[src/rtl/aux_pkg.sv]
package aux_pkg;
  localparam int ERR_W = 12;
  localparam int PTR_W = 5;

  localparam logic [7:0] OFF_CTRL = 8'h00;
  localparam logic [7:0] OFF_SWC  = 8'h04;
  localparam logic [7:0] OFF_INT  = 8'h0C;
  localparam logic [7:0] OFF_STAT = 8'h10;
  localparam logic [7:0] OFF_DATA = 8'h18;

  localparam logic [31:0] CTRL_WMASK = 32'h2070_0101;

  typedef enum logic [1:0] {S_IDLE, S_DELAY, S_TX, S_WAIT} seq_st_e;

  function automatic logic [31:0] err_to_stat(logic [ERR_W-1:0] e);
    logic [31:0] s;
    s = '0;
    s[8]  = e[0];
    s[9]  = e[1];
    s[10] = e[2];
    s[11] = e[3];
    s[12] = e[4];
    s[14] = e[5];
    s[17] = e[6];
    s[18] = e[7];
    s[19] = e[8];
    s[20] = e[9];
    s[22] = e[10];
    s[23] = e[11];
    return s;
  endfunction
endpackage

[src/rtl/aux_byte_buf.sv]
module aux_byte_buf #(
  parameter int DEPTH = 20,
  parameter int AW    = 5
) (
  input  logic          clk_i,
  input  logic          rst_ni,
  input  logic          we_i,
  input  logic [AW-1:0] waddr_i,
  input  logic [7:0]    wdata_i,
  input  logic [AW-1:0] raddr_i,
  output logic [7:0]    rdata_o
);
  logic [7:0] mem_q [DEPTH];

  always_ff @(posedge clk_i or negedge rst_ni) begin
    if (!rst_ni) begin
      for (int i = 0; i < DEPTH; i++) mem_q[i] <= '0;
    end else if (we_i && (int'(waddr_i) < DEPTH)) begin
      mem_q[waddr_i] <= wdata_i;
    end
  end

  assign rdata_o = (int'(raddr_i) < DEPTH) ? mem_q[raddr_i] : 8'h00;
endmodule

[src/rtl/aux_seq.sv]
module aux_seq
  import aux_pkg::*;
#(
  parameter int RX_DEPTH      = 17,
  parameter int TIMEOUT_TICKS = 400,
  localparam int CNT_W = $clog2(RX_DEPTH + 1),
  localparam int TMO_W = $clog2(TIMEOUT_TICKS)
) (
  input  logic             clk_i,
  input  logic             rst_ni,
  input  logic             go_i,
  input  logic [3:0]       delay_i,
  input  logic [PTR_W-1:0] nbytes_i,
  input  logic             tick_i,
  input  logic             tx_ready_i,
  output logic             tx_valid_o,
  output logic             tx_last_o,
  output logic [PTR_W-1:0] tx_idx_o,
  input  logic             rx_valid_i,
  input  logic             rx_end_i,
  input  logic [ERR_W-1:0] rx_err_i,
  output logic             rx_we_o,
  output logic [CNT_W-1:0] rx_cnt_o,
  output logic             busy_o,
  output logic             fin_o,
  output logic             tmo_o,
  output logic             ovf_o,
  output logic [ERR_W-1:0] err_o
);
  seq_st_e          st_q;
  logic [3:0]       dly_q;
  logic [PTR_W-1:0] idx_q, nb_q;
  logic [CNT_W-1:0] cnt_q;
  logic [TMO_W-1:0] tmo_cnt_q;
  logic             tmo_q, ovf_q;
  logic [ERR_W-1:0] err_q;
  logic             room, tmo_hit;

  assign room    = cnt_q < CNT_W'(RX_DEPTH);
  assign tmo_hit = tick_i && !rx_valid_i && (cnt_q == '0) &&
                   (tmo_cnt_q == TMO_W'(TIMEOUT_TICKS - 1));

  always_comb begin
    fin_o   = 1'b0;
    rx_we_o = 1'b0;
    if (st_q == S_WAIT) begin
      if (|rx_err_i) fin_o = 1'b1;
      else begin
        rx_we_o = rx_valid_i && room;
        fin_o   = rx_end_i || tmo_hit;
      end
    end
  end

  always_ff @(posedge clk_i or negedge rst_ni) begin
    if (!rst_ni) begin
      st_q      <= S_IDLE;
      dly_q     <= '0;
      idx_q     <= '0;
      nb_q      <= '0;
      cnt_q     <= '0;
      tmo_cnt_q <= '0;
      tmo_q     <= 1'b0;
      ovf_q     <= 1'b0;
      err_q     <= '0;
    end else begin
      unique case (st_q)
        S_IDLE: if (go_i) begin
          idx_q     <= '0;
          nb_q      <= nbytes_i;
          cnt_q     <= '0;
          tmo_cnt_q <= '0;
          tmo_q     <= 1'b0;
          ovf_q     <= 1'b0;
          err_q     <= '0;
          dly_q     <= delay_i;
          if (delay_i != '0)        st_q <= S_DELAY;
          else if (nbytes_i == '0)  st_q <= S_WAIT;
          else                      st_q <= S_TX;
        end
        S_DELAY: if (tick_i) begin
          if (dly_q == 4'd1) st_q <= (nb_q == '0) ? S_WAIT : S_TX;
          else               dly_q <= dly_q - 4'd1;
        end
        S_TX: if (tx_ready_i) begin
          idx_q <= idx_q + 1'b1;
          if (tx_last_o) st_q <= S_WAIT;
        end
        S_WAIT: begin
          if (|rx_err_i) begin
            err_q <= rx_err_i;
            st_q  <= S_IDLE;
          end else begin
            if (rx_valid_i) begin
              if (room) cnt_q <= cnt_q + 1'b1;
              else      ovf_q <= 1'b1;
            end
            if (rx_end_i) st_q <= S_IDLE;
            else if (tmo_hit) begin
              tmo_q <= 1'b1;
              st_q  <= S_IDLE;
            end else if (tick_i && !rx_valid_i && cnt_q == '0) begin
              tmo_cnt_q <= tmo_cnt_q + 1'b1;
            end
          end
        end
        default: st_q <= S_IDLE;
      endcase
    end
  end

  assign tx_valid_o = (st_q == S_TX);
  assign tx_last_o  = (st_q == S_TX) && (idx_q == nb_q - 1'b1);
  assign tx_idx_o   = idx_q;
  assign rx_cnt_o   = cnt_q;
  assign busy_o     = (st_q != S_IDLE);
  assign tmo_o      = tmo_q;
  assign ovf_o      = ovf_q;
  assign err_o      = err_q;
endmodule

[src/rtl/aux_req_engine.sv]
module aux_req_engine
  import aux_pkg::*;
#(
  parameter int TX_DEPTH      = 20,
  parameter int RX_DEPTH      = 17,
  parameter int TIMEOUT_TICKS = 400,
  localparam int CNT_W = $clog2(RX_DEPTH + 1)
) (
  input  logic        clk_i,
  input  logic        rst_ni,
  input  logic        tick_i,
  input  logic        reg_we_i,
  input  logic        reg_re_i,
  input  logic [7:0]  reg_addr_i,
  input  logic [31:0] reg_wdata_i,
  output logic [31:0] reg_rdata_o,
  output logic        tx_valid_o,
  output logic [7:0]  tx_data_o,
  output logic        tx_last_o,
  input  logic        tx_ready_i,
  input  logic        rx_valid_i,
  input  logic [7:0]  rx_data_i,
  input  logic        rx_end_i,
  input  logic [11:0] rx_err_i,
  output logic        irq_o
);
  logic [31:0]      ctrl_q;
  logic [3:0]       delay_q;
  logic [PTR_W-1:0] nb_q, ptr_q, wptr, tx_idx;
  logic             mask_q, done_q, rd_mode_q;
  logic             busy, fin, tmo, ovf, rx_we;
  logic [ERR_W-1:0] err;
  logic [CNT_W-1:0] rx_cnt;
  logic [7:0]       rx_rdata;
  logic             sel_ctrl, sel_swc, sel_int, sel_stat, sel_data;
  logic             go, dwr, tx_we, drd, ack;
  logic [31:0]      stat;

  assign sel_ctrl = reg_addr_i == OFF_CTRL;
  assign sel_swc  = reg_addr_i == OFF_SWC;
  assign sel_int  = reg_addr_i == OFF_INT;
  assign sel_stat = reg_addr_i == OFF_STAT;
  assign sel_data = reg_addr_i == OFF_DATA;

  assign go    = reg_we_i && sel_swc && reg_wdata_i[0] && ctrl_q[0] && !busy;
  assign dwr   = reg_we_i && sel_data && !busy;
  assign tx_we = dwr && !reg_wdata_i[0];
  assign drd   = reg_re_i && sel_data && rd_mode_q && !dwr;
  assign ack   = reg_we_i && sel_int && reg_wdata_i[1];
  assign wptr  = reg_wdata_i[31] ? reg_wdata_i[20:16] : ptr_q;

  always_ff @(posedge clk_i or negedge rst_ni) begin
    if (!rst_ni) begin
      ctrl_q    <= '0;
      delay_q   <= '0;
      nb_q      <= '0;
      mask_q    <= 1'b0;
      done_q    <= 1'b0;
      ptr_q     <= '0;
      rd_mode_q <= 1'b0;
    end else begin
      if (reg_we_i && sel_ctrl) ctrl_q <= reg_wdata_i & CTRL_WMASK;
      if (reg_we_i && sel_swc) begin
        delay_q <= reg_wdata_i[7:4];
        nb_q    <= reg_wdata_i[20:16];
      end
      if (reg_we_i && sel_int) mask_q <= reg_wdata_i[2];
      // completion wins over a same-cycle acknowledge
      if (fin)      done_q <= 1'b1;
      else if (ack) done_q <= 1'b0;
      if (dwr) begin
        rd_mode_q <= reg_wdata_i[0];
        ptr_q     <= reg_wdata_i[0] ? wptr : wptr + 1'b1;
      end else if (drd) begin
        ptr_q <= ptr_q + 1'b1;
      end
    end
  end

  aux_byte_buf #(.DEPTH(TX_DEPTH), .AW(PTR_W)) u_txbuf (
    .clk_i, .rst_ni,
    .we_i(tx_we), .waddr_i(wptr), .wdata_i(reg_wdata_i[15:8]),
    .raddr_i(tx_idx), .rdata_o(tx_data_o)
  );

  aux_byte_buf #(.DEPTH(RX_DEPTH), .AW(PTR_W)) u_rxbuf (
    .clk_i, .rst_ni,
    .we_i(rx_we), .waddr_i(PTR_W'(rx_cnt)), .wdata_i(rx_data_i),
    .raddr_i(ptr_q), .rdata_o(rx_rdata)
  );

  aux_seq #(.RX_DEPTH(RX_DEPTH), .TIMEOUT_TICKS(TIMEOUT_TICKS)) u_seq (
    .clk_i, .rst_ni,
    .go_i(go), .delay_i(reg_wdata_i[7:4]), .nbytes_i(reg_wdata_i[20:16]),
    .tick_i,
    .tx_ready_i, .tx_valid_o, .tx_last_o, .tx_idx_o(tx_idx),
    .rx_valid_i, .rx_end_i, .rx_err_i,
    .rx_we_o(rx_we), .rx_cnt_o(rx_cnt),
    .busy_o(busy), .fin_o(fin), .tmo_o(tmo), .ovf_o(ovf), .err_o(err)
  );

  always_comb begin
    stat        = err_to_stat(err);
    stat[0]     = done_q;
    stat[1]     = busy;
    stat[7]     = tmo;
    stat[8]     = stat[8] | ovf;
    stat[28:24] = 5'(rx_cnt);
  end

  always_comb begin
    reg_rdata_o = '0;
    if (sel_ctrl) reg_rdata_o = ctrl_q;
    if (sel_swc)  reg_rdata_o = {11'd0, nb_q, 8'd0, delay_q, 4'd0};
    if (sel_int)  reg_rdata_o = {29'd0, mask_q, 1'b0, done_q};
    if (sel_stat) reg_rdata_o = stat;
    if (sel_data) reg_rdata_o = {11'd0, ptr_q, (rd_mode_q ? rx_rdata : 8'h00),
                                 7'd0, rd_mode_q};
  end

  assign irq_o = done_q && !mask_q;
endmodule

[config.mk]
export PLATFORM = sky130hd
export DESIGN_NAME = aux_req_engine
export DESIGN_NICKNAME = d
export VERILOG_FILES = /design/src/rtl/aux_pkg.sv /design/src/rtl/aux_byte_buf.sv /design/src/rtl/aux_seq.sv /design/src/rtl/aux_req_engine.sv
export SDC_FILE = /design/constraint.sdc
export NUM_CORES = 1
export LEC_CHECK = 0
export BUFFER_PORTS_ARGS = -buffer_cell sky130_fd_sc_hd__buf_2
export CAP_MARGIN = 20
export CORE_MARGIN = 4
export CORE_UTILIZATION = 54
export CTS_CLUSTER_SIZE = 12
export DETAILED_ROUTE_END_ITERATION = 10
export PLACE_DENSITY = 0.74
export REMOVE_ABC_BUFFERS = 1
export SLEW_MARGIN = 20
export SYNTH_ARGS = -nofsm -noshare
export SYNTH_HDL_FRONTEND = slang
export SYNTH_SLANG_ARGS = --single-unit
[constraint.sdc]
create_clock -name clk_i -period 4.7 [get_ports clk_i]
set_clock_uncertainty 0.2 [all_clocks]
set_input_delay 0.94 -clock clk_i [delete_from_list [all_inputs] [get_ports clk_i]]
set_output_delay 0.94 -clock clk_i [all_outputs]
set_load 0.05 [all_outputs]
==> reports/results.txt <==
Gpl congestion -> 0.8367
CP Capture Type -> output pin
CTS max path bufs -> 3
CTS sink count -> 363
Later-pin clock latency in the skew report -> 520 ps
Slew Viols, Final -> 0
Cell variety after synth -> 67
Final WL -> 39050 um
Syn_area_per_cell -> 13.38 sq um
# fillers -> 2521
Combinational share of power -> 14.1%
Fin util -> 61.25%
Row count -> 66
DRT Pass-1 Iters -> 4
Switch Pwr -> 1.928 mW
Initial antenna violation count -> 1
Most common cell after layout, fill and taps aside -> dfrtp_1
Non-Filler Instances -> 1867
Avg WL per Cell -> 20.92 um
Pwr/cell area -> 362.4 nW/um^2
Post-synth EDFFs -> 0
Ports -> 111
Share of power burned in registers -> 46.2%
Total of max-cap violations -> 0
Commonest cells after routing, fill and taps aside -> dfrtp_1, mux2_2, buf_2
Fmax -> 236.2 MHz
Async SR Flop Fraction -> 100.0%
Vias per std cell -> 5.996
Status -> finished, final reports clean
Unrepaired setup endpoints after global routing -> no
Final WS setup -> 466.2 ps
DRC Markers -> 0
Clk network pwr share -> 39.7%
Main synth FF type -> dfrtp_1
Worst Hold Class -> in -> async
Cells after synthesis -> 1328
Crit path DAT -> 3090 ps
H-tree depth -> 2
First-pass GRT wire length -> 64560 um
CTS tree -> done
Starting density of the core -> 54.73%
CP startpoint kind -> flip-flop
Layout cells sized above 1 -> 41.29%
Root Driver -> clkbuf_16
Cell Chain, Critical Path -> buf_12 > mux4_2 > a221oi_1 > o21ai_0 > a221o_1 > buf_2
Worst-path clk slew -> 60 ps
Die Wd -> 189.4 um
Leak Pwr -> 9.511 nW
Worst Tran Pin Value -> 919.1 ps
Finish-stage setup viols -> 0
Worst r2r src -> u_seq.st_q[0]
Vias in the first global route -> 11824
CTS resizes -> 0
Sw frac -> 26.76%
Post-route ant nets -> 0
Final cycle utilization of the critical path -> 90.08%
Sequential-to-total area share from yosys stat -> 51.14%
Dpl hpwl -> 26710 um
Num CTS Buffers -> 38
Final #Nets -> 1490
Fin. Hold Viols -> 0
Die area -> 35860 sq um
CP Class -> reg -> out
Placed insts -> 1806
Crit path time final -> 4234 ps
Maximum VDD drop -> 0.3582 mV
Max_slew headroom -> 38.73%
Worst Setup SP -> ptr_q[0]
Post-Synthesis Cell Area -> 17760 sq um
Die Y -> 189.4 um
DR iter-0 viols -> 605
Int Power -> 5.275 mW
Fin Hold WS -> 254.5 ps
Slowest stage delay, CP -> 730 ps
Worst-path fanout max -> 18
Worst Path Required -> 3560 ps
YS warnings -> 0
Area Growth Syn to Fin -> 11.91%
Remaining Overflow, GRT -> 0
Core box area -> 32450 sq um
Routed vias -> 11194
Pre-CTS worst setup slack -> 736.4 ps
TNS Setup -> 0 ps
Post-CTS setup repair buffer count -> 0
PortBufs -> 99
Synthesized flop and latch total -> 363
Critical-path top delay cell -> dfrtp_2
Total global-route track usage -> 22.21%
Hold Buf Count CTS -> 0
Largest net degree at the start of global routing -> 101
[power groups by stage]
stage	combinational (mW)	clock (mW)	sequential, mW
2_1_floorplan	0.549	0	3.45
3_3_place_gp	0.999	0	3.38
3_5_place_dp	1.02	0	3.38
4_1_cts	1.03	2.92	3.33
5_1_grt	1.12	3.06	3.34
6_report	1.01	2.86	3.33
[stage by stage]
| step | cell area [sq um] | power, mW |
|---|---|---|
| floorplan | 17390 | 3.995 |
| global placement | 18700 | 4.375 |
| detailed placement | 18700 | 4.402 |
| CTS | 19880 | 7.274 |
| global route | 19880 | 7.525 |
| finish | 19880 | 7.203 |
[path summary, 6_finish.rpt]
check                                    end  slack, ps  depth (start not counted)
min in group clk_i                delay_q[1]        280                          2
hold reg to reg                   delay_q[1]        280                          2
setup reg to reg           u_rxbuf.mem_q[13]       1600                          7
setup / recovery              reg_rdata_o[8]        470                          6
max in group asynchronous  u_txbuf.mem_q[13]       2950                          2
hold / removal                u_seq.dly_q[2]        250                          1
[worst max-delay path, delay by kind of cell, from the launching register on]
family          cells  cell delay [ps]
flops               1              730
buf+inv             2              480
compound gates      3              780
mux                 1              540
[layer usage]
layer,part of all wire [%],vias to the layer above,routed length (um),global-route usage (%)
met1,44,5906,17230,31.22
li1,-,5019,-,-
met5,0,-,0,0
met3,4.2,51,1637,3.263
met4,1.8,0,712,5.537
met2,50,218,19470,36.98
[cell usage after synthesis, types with 2 or more instances]
cell type | number | area, sq um
dfrtp_1 | 363 | 9084
mux2_2 | 315 | 3547
nand2_1 | 90 | 337.8
mux4_2 | 80 | 1802
clkbuf_1 | 59 | 221.5
inv_1 | 42 | 157.7
o21ai_0 | 42 | 210.2
a21oi_1 | 33 | 165.2
nor2_1 | 31 | 116.4
buf_2 | 20 | 100.1
ha_1 | 18 | 225.2
and2_1 | 17 | 106.4
mux2i_1 | 17 | 170.2
nor3_1 | 17 | 85.08
nand3_1 | 14 | 70.07
and3_1 | 13 | 81.33
a22o_1 | 12 | 105.1
nand4_1 | 11 | 68.82
xnor2_1 | 10 | 87.58
nor4_1 | 9 | 56.30
o22ai_1 | 9 | 56.30
a221oi_1 | 8 | 70.07
nor2b_1 | 8 | 50.05
nor3b_1 | 7 | 52.55
xor2_1 | 7 | 61.31
buf_1 | 6 | 22.52
nor3_4 | 5 | 81.33
nor3b_2 | 4 | 50.05
o31ai_1 | 4 | 30.03
or4_1 | 4 | 30.03
a221o_1 | 3 | 30.03
a22oi_1 | 3 | 22.52
buf_4 | 3 | 22.52
nand2b_1 | 3 | 18.77
or3_1 | 3 | 18.77
or4b_1 | 3 | 30.03
o311ai_0 | 2 | 17.52
o41ai_1 | 2 | 17.52
or2_0 | 2 | 12.51
or3b_1 | 2 | 17.52
[final cells by class]
cell class	count	area (sq um)	area share [%]
Sequential cell	363	9087	45.71
Clock inverter	5	72.57	0.3651
Clock buffer	55	1106	5.564
Multi-Input combinational cell	836	8152	41.01
Timing Repair Buffer	123	748.2	3.764
Inverter	42	157.7	0.7930
Antenna cell	1	2.502	0.01259
Tap cell	442	553.0	2.782
[flip-flops by register name, summed over array words and instances, names as in the netlist, 5 cells and up]
name             cells
u_txbuf.mem_q      160
u_seq.nb_q           5
ctrl_q               6
u_seq.tx_idx_o       5
u_seq.tmo_cnt_q      9
ptr_q                5
u_seq.rx_cnt_o       5
u_seq.err_o         12
nb_q                 5
u_rxbuf.mem_q      136
[kinds of logic after synthesis]
group / count (synthesis) / synth area share [%]
and+or+nand+nor: 254 / 7.840
other: 1 / 0.02111
DFF: 363 / 51.14
buffers and inverters: 131 / 3.015
adders and majority gates: 18 / 1.268
AOI/OAI and AO/OA: 132 / 4.811
xor gates and xnor gates: 17 / 0.8382
muxes: 412 / 31.07
Power figures use the tool's default switching activity.
